`config.mk`:
```
export PLATFORM = sky130hd
export DESIGN_NAME = dbg_trace_capture
export DESIGN_NICKNAME = d
export VERILOG_FILES = /design/src/rtl/dtc_pkg.sv /design/src/rtl/dtc_ctrl.sv /design/src/rtl/dtc_count.sv /design/src/rtl/dtc_ptrs.sv /design/src/rtl/dtc_store.sv /design/src/rtl/dbg_trace_capture.sv
export SDC_FILE = /design/constraint.sdc
export NUM_CORES = 1
export LEC_CHECK = 0
export BUFFER_PORTS_ARGS = -buffer_cell sky130_fd_sc_hd__buf_2
export CORE_AREA = 4 4 100 102
export CTS_BUF_LIST = sky130_fd_sc_hd__clkbuf_8
export DETAILED_ROUTE_END_ITERATION = 10
export DIE_AREA = 0 0 104 106
export GPL_TIMING_DRIVEN = 0
export PLACE_DENSITY = 0.85
export SYNTH_ARGS = -nofsm -noshare
export SYNTH_HDL_FRONTEND = slang
export SYNTH_SLANG_ARGS = --single-unit
```
`constraint.sdc`:
```
create_clock -name clk -period 3.45 [get_ports clk]
set_input_delay 0.345 -clock clk [delete_from_list [all_inputs] [get_ports clk]]
set_output_delay 0.345 -clock clk [all_outputs]
set_load 0.02 [all_outputs]
```
`src/rtl/dtc_pkg.sv`:
```
package dtc_pkg;

  typedef enum logic [1:0] {
    RK_POWER     = 2'b00,
    RK_SYSTEM    = 2'b01,
    RK_END_RUN   = 2'b10,
    RK_END_TRACE = 2'b11
  } rst_kind_e;

  // Count after one more capture, held at the limit.
  function automatic int unsigned sat_inc(int unsigned cnt, int unsigned limit);
    return (cnt >= limit) ? limit : cnt + 1;
  endfunction

  // Pointer step with wrap for any depth.
  function automatic int unsigned ptr_step(int unsigned p, int unsigned depth);
    return (p + 1 >= depth) ? 0 : p + 1;
  endfunction

  // Location of the oldest valid word given next write slot and count.
  function automatic int unsigned oldest_slot(int unsigned wr, int unsigned cnt,
                                              int unsigned depth);
    return (wr + depth - cnt) % depth;
  endfunction

  // Does this reset kind preserve the trace state?
  function automatic logic keeps_state(rst_kind_e kind, logic en, logic bgn);
    case (kind)
      RK_END_RUN:   return 1'b1;
      RK_END_TRACE: return en & ~bgn;
      default:      return 1'b0;
    endcase
  endfunction

endpackage

```
`src/rtl/dtc_ctrl.sv`:
```
module dtc_ctrl
  import dtc_pkg::*;
(
  input  logic      clk,
  input  logic      rst_n,
  input  logic      rst_req,
  input  rst_kind_e rst_kind,
  input  logic      arm,
  input  logic      enable,
  input  logic      bgn,
  input  logic      cap_stb,
  input  logic      rd_stb,
  output logic      wipe,
  output logic      rewind,
  output logic      cap_acc,
  output logic      rd_acc,
  output logic      armed
);

  logic armed_q;
  logic keep;
  logic arm_evt;

  assign keep    = keeps_state(rst_kind, enable, bgn);
  assign arm_evt = arm & ~rst_req;
  assign wipe    = (rst_req & ~keep) | arm_evt;
  assign rewind  = rst_req & keep;
  assign cap_acc = cap_stb & enable & armed_q & ~arm & ~rst_req;
  assign rd_acc  = rd_stb & ~cap_acc & ~arm & ~rst_req;
  assign armed   = armed_q;

  always_ff @(posedge clk or negedge rst_n) begin
    if (!rst_n)       armed_q <= 1'b0;
    else if (rst_req) armed_q <= 1'b0;
    else if (arm)     armed_q <= 1'b1;
  end

endmodule

```
`src/rtl/dtc_count.sv`:
```
module dtc_count
  import dtc_pkg::*;
#(
  parameter int DEPTH = 8,
  localparam int CNT_W = $clog2(DEPTH + 1)
) (
  input  logic             clk,
  input  logic             rst_n,
  input  logic             wipe,
  input  logic             cap_acc,
  output logic [CNT_W-1:0] cnt
);

  logic [CNT_W-1:0] cnt_q;
  logic [CNT_W-1:0] cnt_inc;

  assign cnt_inc = CNT_W'(sat_inc(int'(cnt_q), DEPTH));

  always_ff @(posedge clk or negedge rst_n) begin
    if (!rst_n)       cnt_q <= '0;
    else if (wipe)    cnt_q <= '0;
    else if (cap_acc) cnt_q <= cnt_inc;
  end

  assign cnt = cnt_q;

endmodule

```
`src/rtl/dtc_ptrs.sv`:
```
module dtc_ptrs
  import dtc_pkg::*;
#(
  parameter int DEPTH = 8,
  localparam int PTR_W = $clog2(DEPTH),
  localparam int CNT_W = $clog2(DEPTH + 1)
) (
  input  logic             clk,
  input  logic             rst_n,
  input  logic             wipe,
  input  logic             rewind,
  input  logic             cap_acc,
  input  logic             rd_acc,
  input  logic [CNT_W-1:0] cnt,
  output logic [PTR_W-1:0] wr_ptr,
  output logic [PTR_W-1:0] rd_ptr
);

  logic [PTR_W-1:0] wr_q, rd_q;
  logic [PTR_W-1:0] wr_nxt;
  logic [CNT_W-1:0] cnt_nxt;
  logic [PTR_W-1:0] start_now, start_after_cap;

  assign wr_nxt          = PTR_W'(ptr_step(int'(wr_q), DEPTH));
  assign cnt_nxt         = CNT_W'(sat_inc(int'(cnt), DEPTH));
  assign start_now       = PTR_W'(oldest_slot(int'(wr_q), int'(cnt), DEPTH));
  assign start_after_cap = PTR_W'(oldest_slot(int'(wr_nxt), int'(cnt_nxt), DEPTH));

  always_ff @(posedge clk or negedge rst_n) begin
    if (!rst_n)       wr_q <= '0;
    else if (wipe)    wr_q <= '0;
    else if (cap_acc) wr_q <= wr_nxt;
  end

  always_ff @(posedge clk or negedge rst_n) begin
    if (!rst_n)       rd_q <= '0;
    else if (wipe)    rd_q <= '0;
    else if (rewind)  rd_q <= start_now;
    else if (cap_acc) rd_q <= start_after_cap;
    else if (rd_acc)  rd_q <= PTR_W'(ptr_step(int'(rd_q), DEPTH));
  end

  assign wr_ptr = wr_q;
  assign rd_ptr = rd_q;

endmodule

```
`src/rtl/dtc_store.sv`:
```
module dtc_store #(
  parameter int DATA_W = 16,
  parameter int DEPTH  = 8,
  localparam int PTR_W = $clog2(DEPTH)
) (
  input  logic              clk,
  input  logic              we,
  input  logic [PTR_W-1:0]  waddr,
  input  logic [DATA_W-1:0] wdata,
  input  logic [PTR_W-1:0]  raddr,
  output logic [DATA_W-1:0] rdata
);

  logic [DATA_W-1:0] slot [DEPTH];

  for (genvar i = 0; i < DEPTH; i++) begin : g_slot
    always_ff @(posedge clk) begin
      if (we && (waddr == PTR_W'(i))) slot[i] <= wdata;
    end
  end

  assign rdata = slot[raddr];

endmodule

```
`src/rtl/dbg_trace_capture.sv`:
```
module dbg_trace_capture
  import dtc_pkg::*;
#(
  parameter int DATA_W = 16,
  parameter int DEPTH  = 8,
  parameter int STAT_W = 8
) (
  input  logic              clk,
  input  logic              rst_n,
  input  logic              rst_req_i,
  input  logic [1:0]        rst_kind_i,
  input  logic              arm_i,
  input  logic              enable_i,
  input  logic              begin_i,
  input  logic              cap_stb_i,
  input  logic [DATA_W-1:0] cap_data_i,
  input  logic              rd_stb_i,
  output logic [DATA_W-1:0] rd_data_o,
  output logic [STAT_W-1:0] status_o
);

  localparam int PTR_W = $clog2(DEPTH);
  localparam int CNT_W = $clog2(DEPTH + 1);

  logic             wipe, rewind, cap_acc, rd_acc, armed;
  logic [CNT_W-1:0] cnt;
  logic [PTR_W-1:0] wr_ptr, rd_ptr;

  dtc_ctrl u_ctrl (
    .clk      (clk),
    .rst_n    (rst_n),
    .rst_req  (rst_req_i),
    .rst_kind (rst_kind_e'(rst_kind_i)),
    .arm      (arm_i),
    .enable   (enable_i),
    .bgn      (begin_i),
    .cap_stb  (cap_stb_i),
    .rd_stb   (rd_stb_i),
    .wipe     (wipe),
    .rewind   (rewind),
    .cap_acc  (cap_acc),
    .rd_acc   (rd_acc),
    .armed    (armed)
  );

  dtc_count #(.DEPTH(DEPTH)) u_count (
    .clk     (clk),
    .rst_n   (rst_n),
    .wipe    (wipe),
    .cap_acc (cap_acc),
    .cnt     (cnt)
  );

  dtc_ptrs #(.DEPTH(DEPTH)) u_ptrs (
    .clk     (clk),
    .rst_n   (rst_n),
    .wipe    (wipe),
    .rewind  (rewind),
    .cap_acc (cap_acc),
    .rd_acc  (rd_acc),
    .cnt     (cnt),
    .wr_ptr  (wr_ptr),
    .rd_ptr  (rd_ptr)
  );

  dtc_store #(.DATA_W(DATA_W), .DEPTH(DEPTH)) u_store (
    .clk   (clk),
    .we    (cap_acc),
    .waddr (wr_ptr),
    .wdata (cap_data_i),
    .raddr (rd_ptr),
    .rdata (rd_data_o)
  );

  // Reserved upper bits tie to zero.
  assign status_o = STAT_W'(cnt);

endmodule

```
# After elaboration in Yosys (flattened, before gate mapping)
# Memories as Yosys holds them, arrays and structs flattened.
# Cells that the tools add are included.
[totals]
reg_bits = 11
ram_bits = 128
input_bits = 26
word_cells = 111
n_memories = 1
[memory_table]
columns = ["name", "words", "width", "rd", "rd_clocked_by_memory_dff", "write_ports", "line_no", "rtl"]
rows = [
  ["u_store.slot", 8, 16, 1, 0, 1, "dtc_store.sv:14", "logic [DATA_W-1:0] slot [DEPTH];"],
]
[op_classes]
add_sub_neg = 7
order_cmp = 3
eq_ne = 9
n_mux = 51
bitwise_logic = 17
n_reduce_logical = 19
[op_table]
columns = ["op", "count"]
rows = [
  ["$mux W16", 7],
  ["$reduce_or A16 Y1", 7],
  ["$mux W3", 15],
  ["$mux W1", 25],
  ["$eq A3 B3 Y1 const B", 4],
  ["$ge A4 B4 Y1 const B", 3],
  ["$mux W4", 3],
  ["$and A1 B1 Y1", 11],
  ["$add A3 B1 Y4 const B", 2],
  ["$logic_and A1 B1 Y1", 8],
  ["$add A3 B1 Y3 const B", 2],
  ["$eq A3 B2 Y1 const B", 2],
  ["$sub A3 B3 Y3", 2],
  ["$not A1 Y1", 5],
  ["$add A4 B1 Y4 const B", 1],
  ["$eq A2 B2 Y1 const B", 2],
  ["$reduce_bool A2 Y1", 2],
  ["$reduce_bool A4 Y1", 1],
  ["$eq A3 B1 Y1 const B", 1],
  ["$logic_not A3 Y1", 1],
  ["$pmux W1 S2", 1],
  ["$or A1 B1 Y1", 1],
]

# Depth between registers and ports, before layout
# Gate-level depths: netlist (run 1).
[depth]
word_depth = 15
ltp_mapped = 8

# Cells and area by module
# Synthesis (run 1) repeated with hierarchy kept, for this count alone.
[hier_totals]
cells_unflattened = 293
area_unflattened_um2 = 5865.6
[by_module_without_submodules]
columns = ["mod", "instances", "cells_each", "area_each_um2", "seq_area_each_um2"]
rows = [
  ["dtc_store", 1, 198, 4973.5, 3843.7],
  ["dtc_ptrs", 1, 57, 551.8, 150.1],
  ["dtc_count", 1, 20, 215.2, 100.1],
  ["dtc_ctrl", 1, 13, 91.3, 25.0],
  ["dbg_trace_capture", 1, 5, 33.8, 0.0],
]

# Least setup slack after synthesis (run 1)
# No wires, ideal clock.
[synth_timing]
path_kind = "flip-flop to flip-flop"
from = "register u_count.cnt_q[0], in the netlist u_count.cnt[0]"
to = "register u_ptrs.rd_q[2], in the netlist u_ptrs.rd_ptr[2]"
t_arrival_ns = 2.099
required_time_ns = 3.347
setup_slack_ns = 1.248
stages_incl_launch_ff = 9
synth_period_minus_slack_ns = 2.202
path_cell_list = "dfrtp_1 > inv_1 > ha_1 > nor2b_1 > fa_1 > xnor2_1 > xnor2_1 > a211oi_1 > o41ai_2"
[synth_between]
elab_chain_cells = 6
elab_cells_between_ends = 8
cone_classes = "3 x add/sub; 1 x order compare; 4 x mux"
[synth_rtl]
columns = ["element", "line_no", "rtl"]
rows = [
  ["start, declared", "dtc_count.sv:14", "logic [CNT_W-1:0] cnt_q;"],
  ["start signal, assigned", "dtc_count.sv:22", "else if (cap_acc) cnt_q <= cnt_inc;"],
  ["$add A4 B1 Y4 or $ge A4 B4 Y1 (tied branches)", "dtc_pkg.sv:12", "return (cnt >= limit) ? limit : cnt + 1;"],
  ["$mux W4", "dtc_pkg.sv:12", ""],
  ["$sub A3 B3 Y3", "dtc_pkg.sv:23", "return (wr + depth - cnt) % depth;"],
  ["$mux W3", "dtc_ptrs.sv:39", "else if (cap_acc) rd_q <= start_after_cap;"],
  ["$mux W3 (*)", "dtc_ptrs.sv:38", "else if (rewind) rd_q <= start_now;"],
  ["$mux W3 (*)", "dtc_ptrs.sv:37", "else if (wipe) rd_q <= '0;"],
  ["end signal, assigned", "dtc_ptrs.sv:38", ""],
  ["end signal, assigned", "dtc_ptrs.sv:39", ""],
  ["end signal, assigned", "dtc_ptrs.sv:40", "else if (rd_acc) rd_q <= PTR_W'(ptr_step(int'(rd_q), DEPTH));"],
  ["end, declared", "dtc_ptrs.sv:19", "logic [PTR_W-1:0] wr_q, rd_q;"],
]
# Every way passes the cells marked *; elsewhere a longest branch is shown, timed or not.
# A chain may end at the register's enable or synchronous reset.

# Worst setup path after layout (run 1)
[layout_timing]
from = "register u_ptrs.rd_q[1], in the netlist u_ptrs.rd_ptr[1]"
to = "output rd_data_o[2]"
[layout_between]
elab_chain_cells = 1
[layout_rtl]
columns = ["element", "line_no", "rtl"]
rows = [
  ["$mem_v2 Z8 W16", "--", ""],
  ["end, declared", "dbg_trace_capture.sv:18", "output logic [DATA_W-1:0] rd_data_o,"],
]
# Every way passes these cells.

==> results of run 1 <==
-- layout make-up --
type	instances	area share (%)
Buffer	18	2.16
Clock buffer	17	3.49
Clock inverter	15	3.62
Sequential cell	139	61.4
Tap cell	111	2.07
Timing Repair Buffer	46	3.51
Multi-Input combinational cell	135	23.4
Inverter	6	0.336
-- layer usage --
metal / part of all wire, % / routed length (µm) / GRT usage (%)
met3: 5.1 / 554 / 5.53
met2: 51 / 5500 / 34.2
met1: 42 / 4580 / 28.8
met5: 0 / 0 / 0
met4: 2.1 / 227 / 7.69
-- worst max path at each step --
stage                     slack [ps]                           end                         start  depth (start not counted)
after floorplan                 1250  u_ptrs.rd_ptr[2]$_DFFE_PN0P_    u_count.cnt[0]$_DFFE_PN0P_                          8
after global placement           890  u_store.slot[4][5]$_DFFE_PP_                     rst_req_i                          4
after detailed placement         840  u_store.slot[4][5]$_DFFE_PP_                      enable_i                          5
after CTS                        720                  rd_data_o[2]  u_ptrs.rd_ptr[1]$_DFFE_PN0P_                          5
after global routing             650                  rd_data_o[2]  u_ptrs.rd_ptr[1]$_DFFE_PN0P_                          5
final                            750                  rd_data_o[2]  u_ptrs.rd_ptr[1]$_DFFE_PN0P_                          5
-- repair_timing --
item                      CTS  global route
hold buffers                1             0
gates resized for setup     0             0
hold endpoints to repair   11             0
-- power by group through the flow --
stage	registers (mW)	clock network (mW)	logic [mW]
6_report	1.85	1.57	0.350
5_1_grt	1.85	1.66	0.375
4_1_cts	1.85	1.58	0.354
3_5_place_dp	1.88	0	0.350
3_3_place_gp	1.88	0	0.338
2_1_floorplan	1.88	0	0.243
-- synthesized netlist by cell type (2+ instances only) --
cell      instances
buf_12            2
buf_6             3
nand2b_1          2
nand3_1           3
nor2_1           13
fa_1              2
dfrtp_1          11
ha_1             11
a21oi_1           8
xnor2_1           6
clkbuf_1          2
and2_1            2
and3_1            6
mux2_2           10
mux4_2           27
nand2_1          14
buf_2             6
mux4_1            5
mux2_4            6
inv_1             6
buf_4             4
edfxtp_1        128
o41ai_2           2
-- metrics by stage --
step / util, % / hold slack [ps] / setup slack, ps
CTS: 73.6 / 117 / 721
floorplan: - / 49.4 / 1250
finish: 73.6 / 136 / 749
detailed placement: 68.3 / 229 / 838
global route: 73.6 / 117 / 649
global placement: 68.3 / 225 / 894
-- state kept, by name, indices dropped and copies added (netlist names) --
| register | flops |
|---|---|
| u_ctrl.armed | 1 |
| u_count.cnt | 4 |
| u_ptrs.wr_ptr | 3 |
| u_ptrs.rd_ptr | 3 |
| u_store.slot | 128 |
-- cell usage in the layout, fill, tap and decap left out, types with 5 or more instances in the layout --
master	count
buf_2	51
and3_1	6
inv_1	6
nor2_1	13
xnor2_1	6
bufinv_16	6
mux4_2	27
mux2_2	10
nand2_1	14
mux4_1	5
mux2_4	6
edfxtp_1	128
ha_1	11
a21oi_1	8
dfrtp_1	11
clkbuf_8	17
-- cell families (layout without fill, tap and decap cells) --
kind of cell    count (synthesis)  after routing  share of synthesized area [%]
compound gates                 17             17                           2.40
other cells                     1              4                         0.0642
buf+inv                        24            102                           2.87
simple gates                   47             47                           4.09
flops                         139            139                           70.5
mux                            48             48                           16.1
fa+ha+maj                      13             13                           3.04
xor+xnor                        6              6                          0.900
==> run_results.csv, run 1 <==
group,metric,value,unit
timing,fin_crit_sh,78.3,%
clock_tree,clockBufferDepth,2,
clock_tree,htreeDepth,4,
timing,hold_viol,0,
cells_and_area,final_nets,402,
synthesis,postSynthCellCount,295,
grt,grt.overflow.total,0,
pwr,p_int,2.94,mW
pwr,power_leakage,2.35,nW
critical_path,critPathBufInv,3,
critical_path,ff2ff_setup_slack,930,ps
place,dpl.hpwl,6570,µm
clock_tree,clkTransAtPathRegs,80,ps
pwr,power,3.76,mW
place,dpl_cell_area,6220,µm²
synthesis,synth_edf_count,128,
cells_and_area,n_antenna_cell,0,
critical_path,cpMostUsedCell,"buf_2",
critical_path,setup.worst_path.end_class,"output port",
place,dp.cells,454,
synthesis,avgSynthCellArea,19.8,µm²
grt,track_usage,21.4,%
cells_and_area,final_layout_size_suffix_gt1_share,37.8,%
floorplanning,rows,35,
critical_path,worstReg2RegEnd,"u_store.slot[0][4]$_DFFE_PP_",
pwr,p_comb_share,9.3,%
floorplanning,start_util,64.1,%
place,routabilityCongestion,0.730,
timing,rsz0062_at_grt,"false",
min_path,hold_class,"input port to flip-flop",
cells_and_area,stdcell_area,6700,µm²
timing,slew_headroom,33.4,%
floorplanning,io_pins,50,
place,io_buffers,45,
critical_path,worstSetupPathType,"flip-flop to output port",
grt,antenna_found_initial,0,
critical_path,r2r-start,"u_ctrl.armed$_DFFE_PN0P_",
clock_tree,clk_latency,430,ps
routing,drt_iter0_markers,234,
synthesis,ys_seq_area_share,70.5,%
synthesis,ys_top_cells_by_area,"edfxtp_1 (66%), mux4_2 (10%), dfrtp_1 (4.7%)",
timing,tns,0,ps
timing,worstMarginPinSlew,999,ps
clock_tree,root_buffer,"clkbuf_8",
pwr,powerDensity,561,nW/µm²
synthesis,yosys_warnings,0,
routing,antenna_left,0,
routing,wl,10900,µm
pwr,p_sw,820,µW
floorplanning,dieArea,11000,µm²
routing,dr.pass1.iters,5,
critical_path,cpPeakStageDelay,380,ps
routing,wl_per_cell,22.3,µm
min_path,hold_path_end,"u_ctrl.armed$_DFFE_PN0P_",
cells_and_area,multiInputGateArea,1570,µm²
routing,viasPerCell,6.08,
critical_path,cp_max_fo,10,
synthesis,synth_flop_cell,"edfxtp_1",
pwr,swShare,21.8,%
synthesis,yosys.area.top_type,"edfxtp_1",
min_path,min-delay-start,"rst_req_i",
synthesis,synth_area,5840,µm²
clock_tree,clock-sinks,139,
critical_path,start_kind,"flip-flop",
clock_tree,cts_buffers,17,
synthesis,synth_top_area_share,65.8,%
critical_path,cpMaxStageDelayCell,"dfrtp_1",
min_path,whs_path_depth,2,
routing,dr_total_vias,2962,
timing,finalClockSkew,11.7,ps
cells_and_area,finalNonFillerCells,487,
synthesis,postSynth.asyncResetShare,7.91,%
cells_and_area,seqCellArea,4120,µm²
critical_path,cp_cell_sequence,"clkbuf_1 -> buf_2 -> mux4_1 -> mux2_4 -> buf_2",
grt,grt_pass1_vias,3154,
timing,setup_violations,0,
critical_path,crit_family,"buffers and inverters",
floorplanning,core-area,9110,µm²
synthesis,ys_types,39,
flow_run,maxCapViolCount,0,
pwr,peakVddDrop,0.373,mV
routing,drc,0,
clock_tree,post_cts_buffers,0,
floorplanning,die-height,106,µm
critical_path,critPathArrivalTime,2360,ps
floorplanning,die_x,104,µm
clock_tree,cts_tree,"done",
cells_and_area,synthToLayoutAreaGrowth,14.8,%
timing,slew_viol_final,0,
grt,grt_max_degree,17,
critical_path,cp_data_required_time,3110,ps
pwr,seqPwrFrac,49.1,%
pwr,p_clk_share,41.6,%
synthesis,synth_seq_cells,139,
critical_path,r2r_cells,4,
timing,fmax,0.370,GHz
status,status,"finished, final reports clean",
grt,grt_pass1_wl,17300,µm
timing,fin_crit,2700,ps
cells_and_area,n_fill_cell,517,
Power figures use the tool's default switching activity.
==> inputs of run 2 (changes only) <==
--- a/config.mk
+++ b/config.mk
@@ -5,13 +5,14 @@
 export SDC_FILE = /design/constraint.sdc
 export NUM_CORES = 1
 export LEC_CHECK = 0
+export ABC_AREA = 1
 export BUFFER_PORTS_ARGS = -buffer_cell sky130_fd_sc_hd__buf_2
-export CORE_AREA = 4 4 100 102
+export CORE_AREA = 4 4 103 105
 export CTS_BUF_LIST = sky130_fd_sc_hd__clkbuf_8
 export DETAILED_ROUTE_END_ITERATION = 10
-export DIE_AREA = 0 0 104 106
+export DIE_AREA = 0 0 107 109
 export GPL_TIMING_DRIVEN = 0
-export PLACE_DENSITY = 0.85
+export PLACE_DENSITY = 0.81
 export SYNTH_ARGS = -nofsm -noshare
 export SYNTH_HDL_FRONTEND = slang
 export SYNTH_SLANG_ARGS = --single-unit
==> constraint.sdc (replaced) <==
create_clock -name clk -period 2.5 [get_ports clk]
set_input_delay 0.25 -clock clk [delete_from_list [all_inputs] [get_ports clk]]
set_output_delay 0.25 -clock clk [all_outputs]
set_load 0.02 [all_outputs]
==> run 2 against run 1 <==
Net effect: first-iteration DRC count grew 130%; critical path depth is 1 higher; register-to-register slack worse by 590 ps; die area rose by 5.8%; area after synthesis grew 0.54%; combinational power up 90%; setup slack got worse by 670 ps; clock skew down 2.5 ps; global-route usage up 3.4 points; critical endpoint is now rd_data_o[12].
==> run_results.csv, run 2 <==
group,metric,value,unit
status,status,"finished, final reports clean",
timing,finalClockSkew,9.22,ps
clock_tree,post_cts_buffers,0,
cells_and_area,stdcell_area,6810,µm²
critical_path,cp_data_required_time,2250,ps
floorplanning,core-area,9640,µm²
routing,wl_per_cell,19.2,µm
cells_and_area,final_layout_size_suffix_gt1_share,20.2,%
clock_tree,cts_buffers,17,
floorplanning,io_pins,50,
timing,hold_viol,0,
synthesis,synth_top_area_share,65.4,%
routing,dr.pass1.iters,5,
clock_tree,clockBufferDepth,2,
routing,antenna_left,0,
synthesis,ys_seq_area_share,70.1,%
min_path,min-delay-start,"rst_req_i",
routing,viasPerCell,5.92,
place,dpl.hpwl,8970,µm
synthesis,yosys.area.top_type,"edfxtp_1",
synthesis,synth_common_cells,"edfxtp_1 (128), nand2_1 (71), nor2_1 (71)",
critical_path,ff2ff_setup_slack,340,ps
routing,wl,13600,µm
grt,grt.overflow.total,0,
critical_path,setup.worst_path.end_class,"output port",
synthesis,synth_area,5870,µm²
min_path,hold_class,"input port to flip-flop",
cells_and_area,final_nets,604,
synthesis,postSynthCellCount,490,
timing,worstMarginPinSlew,855,ps
timing,fmax,0.414,GHz
cells_and_area,n_fill_cell,647,
pwr,power,4.97,mW
critical_path,worstReg2RegEnd,"u_store.slot[0][3]$_DFFE_PP_",
timing,setup_violations,0,
synthesis,synth_edf_count,128,
timing,slew_headroom,42.7,%
place,dpl_cell_area,6400,µm²
pwr,seqPwrFrac,51.4,%
critical_path,r2r-start,"u_ctrl.armed$_DFFE_PN0P_",
critical_path,critPathArrivalTime,2170,ps
floorplanning,dieArea,11700,µm²
synthesis,yosysMostFrequentCell,"edfxtp_1",
synthesis,synth_flop_cell,"edfxtp_1",
synthesis,yosys_warnings,0,
critical_path,r2r_cells,6,
routing,drc,0,
cells_and_area,largest_register_ffs,128,
critical_path,worstSetupPathType,"flip-flop to output port",
grt,grt_max_degree,17,
cells_and_area,n_antenna_cell,0,
pwr,p_comb_share,13.3,%
pwr,peakVddDrop,0.338,mV
pwr,p_int,3.73,mW
clock_tree,htreeDepth,4,
synthesis,synth_seq_cells,139,
cells_and_area,synthToLayoutAreaGrowth,15.9,%
floorplanning,die-height,109,µm
place,routabilityCongestion,0.848,
clock_tree,clkTransAtPathRegs,80,ps
synthesis,ys_top_cells_by_area,"edfxtp_1 (65%), o21ai_0 (5.6%), dfrtp_1 (4.7%)",
pwr,p_sw,1.25,mW
clock_tree,root_buffer,"clkbuf_8",
cells_and_area,final_util,70.6,%
min_path,whs_path_depth,2,
timing,fin_crit,2420,ps
floorplanning,die_x,107,µm
place,dpl_worst_slack,240,ps
cells_and_area,final_common_cell,"edfxtp_1",
grt,track_usage,24.8,%
timing,tns,0,ps
pwr,powerDensity,730,nW/µm²
routing,drt_iter0_markers,528,
critical_path,start_kind,"flip-flop",
clock_tree,clk_latency,430,ps
critical_path,cp_max_fo,10,
synthesis,avgSynthCellArea,12.0,µm²
floorplanning,start_util,60.9,%
timing,setup_slack,84.0,ps
routing,dr_total_vias,4207,
synthesis,ys_types,26,
floorplanning,rows,36,
pwr,swShare,25.1,%
grt,antenna_found_initial,0,
timing,rsz0062_at_grt,"false",
clock_tree,clock-sinks,139,
grt,grt_pass1_vias,4181,
cells_and_area,largest_register,"u_store.slot",
cells_and_area,final_cell_mix,"edfxtp_1 (128), nand2_1 (71), nor2_1 (69)",
min_path,hold_path_end,"u_ctrl.armed$_DFFE_PN0P_",
clock_tree,cts_tree,"done",
synthesis,postSynth.asyncResetShare,7.91,%
grt,grt_pass1_wl,21300,µm
flow_run,maxCapViolCount,0,
pwr,p_clk_share,35.3,%
place,io_buffers,45,
pwr,power_leakage,2.58,nW
timing,fin_crit_sh,96.6,%
timing,slew_viol_final,0,
run 2: cell count changes in the layout (fill, tap and decap cells not counted), sizes merged, moves of 14 or more:
cell    previous run  this run
clkbuf            19        33
inv                9        29
mux2              16         0
mux4              32         0
nand2             14        73
nor2              14        72
o21ai              0        72
o22ai              0        36
run 2: layout make-up:
type	count	area (µm²)	share of cell area, %
sequential	139	4120	60.5
tap	133	166	2.44
buffer	28	180	2.65
clock inverter	11	101	1.49
clock buffer	21	289	4.24
inverter	27	104	1.53
multi-input combinational	298	1520	22.3
timing repair buffer	54	329	4.83
run 2: power groups by stage:
stage	combinational [mW]	clock (mW)	sequential (mW)
2_1_floorplan	0.410	0	2.61
3_3_place_gp	0.618	0	2.60
3_5_place_dp	0.644	0	2.61
4_1_cts	0.655	1.76	2.56
5_1_grt	0.722	1.88	2.55
6_report	0.664	1.75	2.56
run 2: critical path, cell delays in order (launching register included):
cell,delay [ps]
dfrtp_1,490
clkbuf_1,470
o21ai_0,190
o22ai_1,250
nand2_1,100
nand2_1,70
buf_2,150
run 2: metrics by stage:
stage / cells / hold slack (ps)
CTS: 712 / 2.79
global route: 711 / 25.0
floorplan: 493 / -45.6
global placement: 671 / 139
finish: 711 / 27.1
detailed placement: 679 / 141
run 2: how the worst max path moves through the flow:
stage                                       from                            to  depth (start not counted)
floorplan               u_ctrl.armed$_DFFE_PN0P_  u_store.slot[0][0]$_DFFE_PP_                          5
global placement                           arm_i  u_store.slot[0][0]$_DFFE_PP_                          7
detailed placement                         arm_i  u_store.slot[0][0]$_DFFE_PP_                          8
CTS                 u_ptrs.rd_ptr[1]$_DFFE_PN0P_                 rd_data_o[13]                          7
global route        u_ptrs.rd_ptr[0]$_DFFE_PN0P_                 rd_data_o[13]                          9
finish              u_ptrs.rd_ptr[1]$_DFFE_PN0P_                 rd_data_o[12]                          6
run 2: routing by layer:
layer  part of all wire, %  GRT usage (%)  vias up  routed length, µm
li1                      -              -     1891                  -
met1                    39           32.0     2043               5250
met2                    50           39.7      242               6870
met3                   8.7           6.51       31               1190
met4                   2.4           11.3        0                325
met5                     0              0        -                  0
run 2: kinds of logic after synthesis:
kind of cell | after synthesis | share of synthesized area (%)
xor gates and xnor gates | 2 | 0.298
DFF | 139 | 70.1
adders and majority gates | 13 | 3.03
and+or+nand+nor | 166 | 11.2
AOI/OAI and AO/OA | 113 | 10.5
other | 1 | 0.0639
buffers and inverters | 56 | 4.77
run 2: timing repair:
item	4_1_cts	5_1_grt
endpoints found under the setup margin	0	16
endpoints found under the hold margin	11	0
hold buffers	1	0
resized for setup	0	12
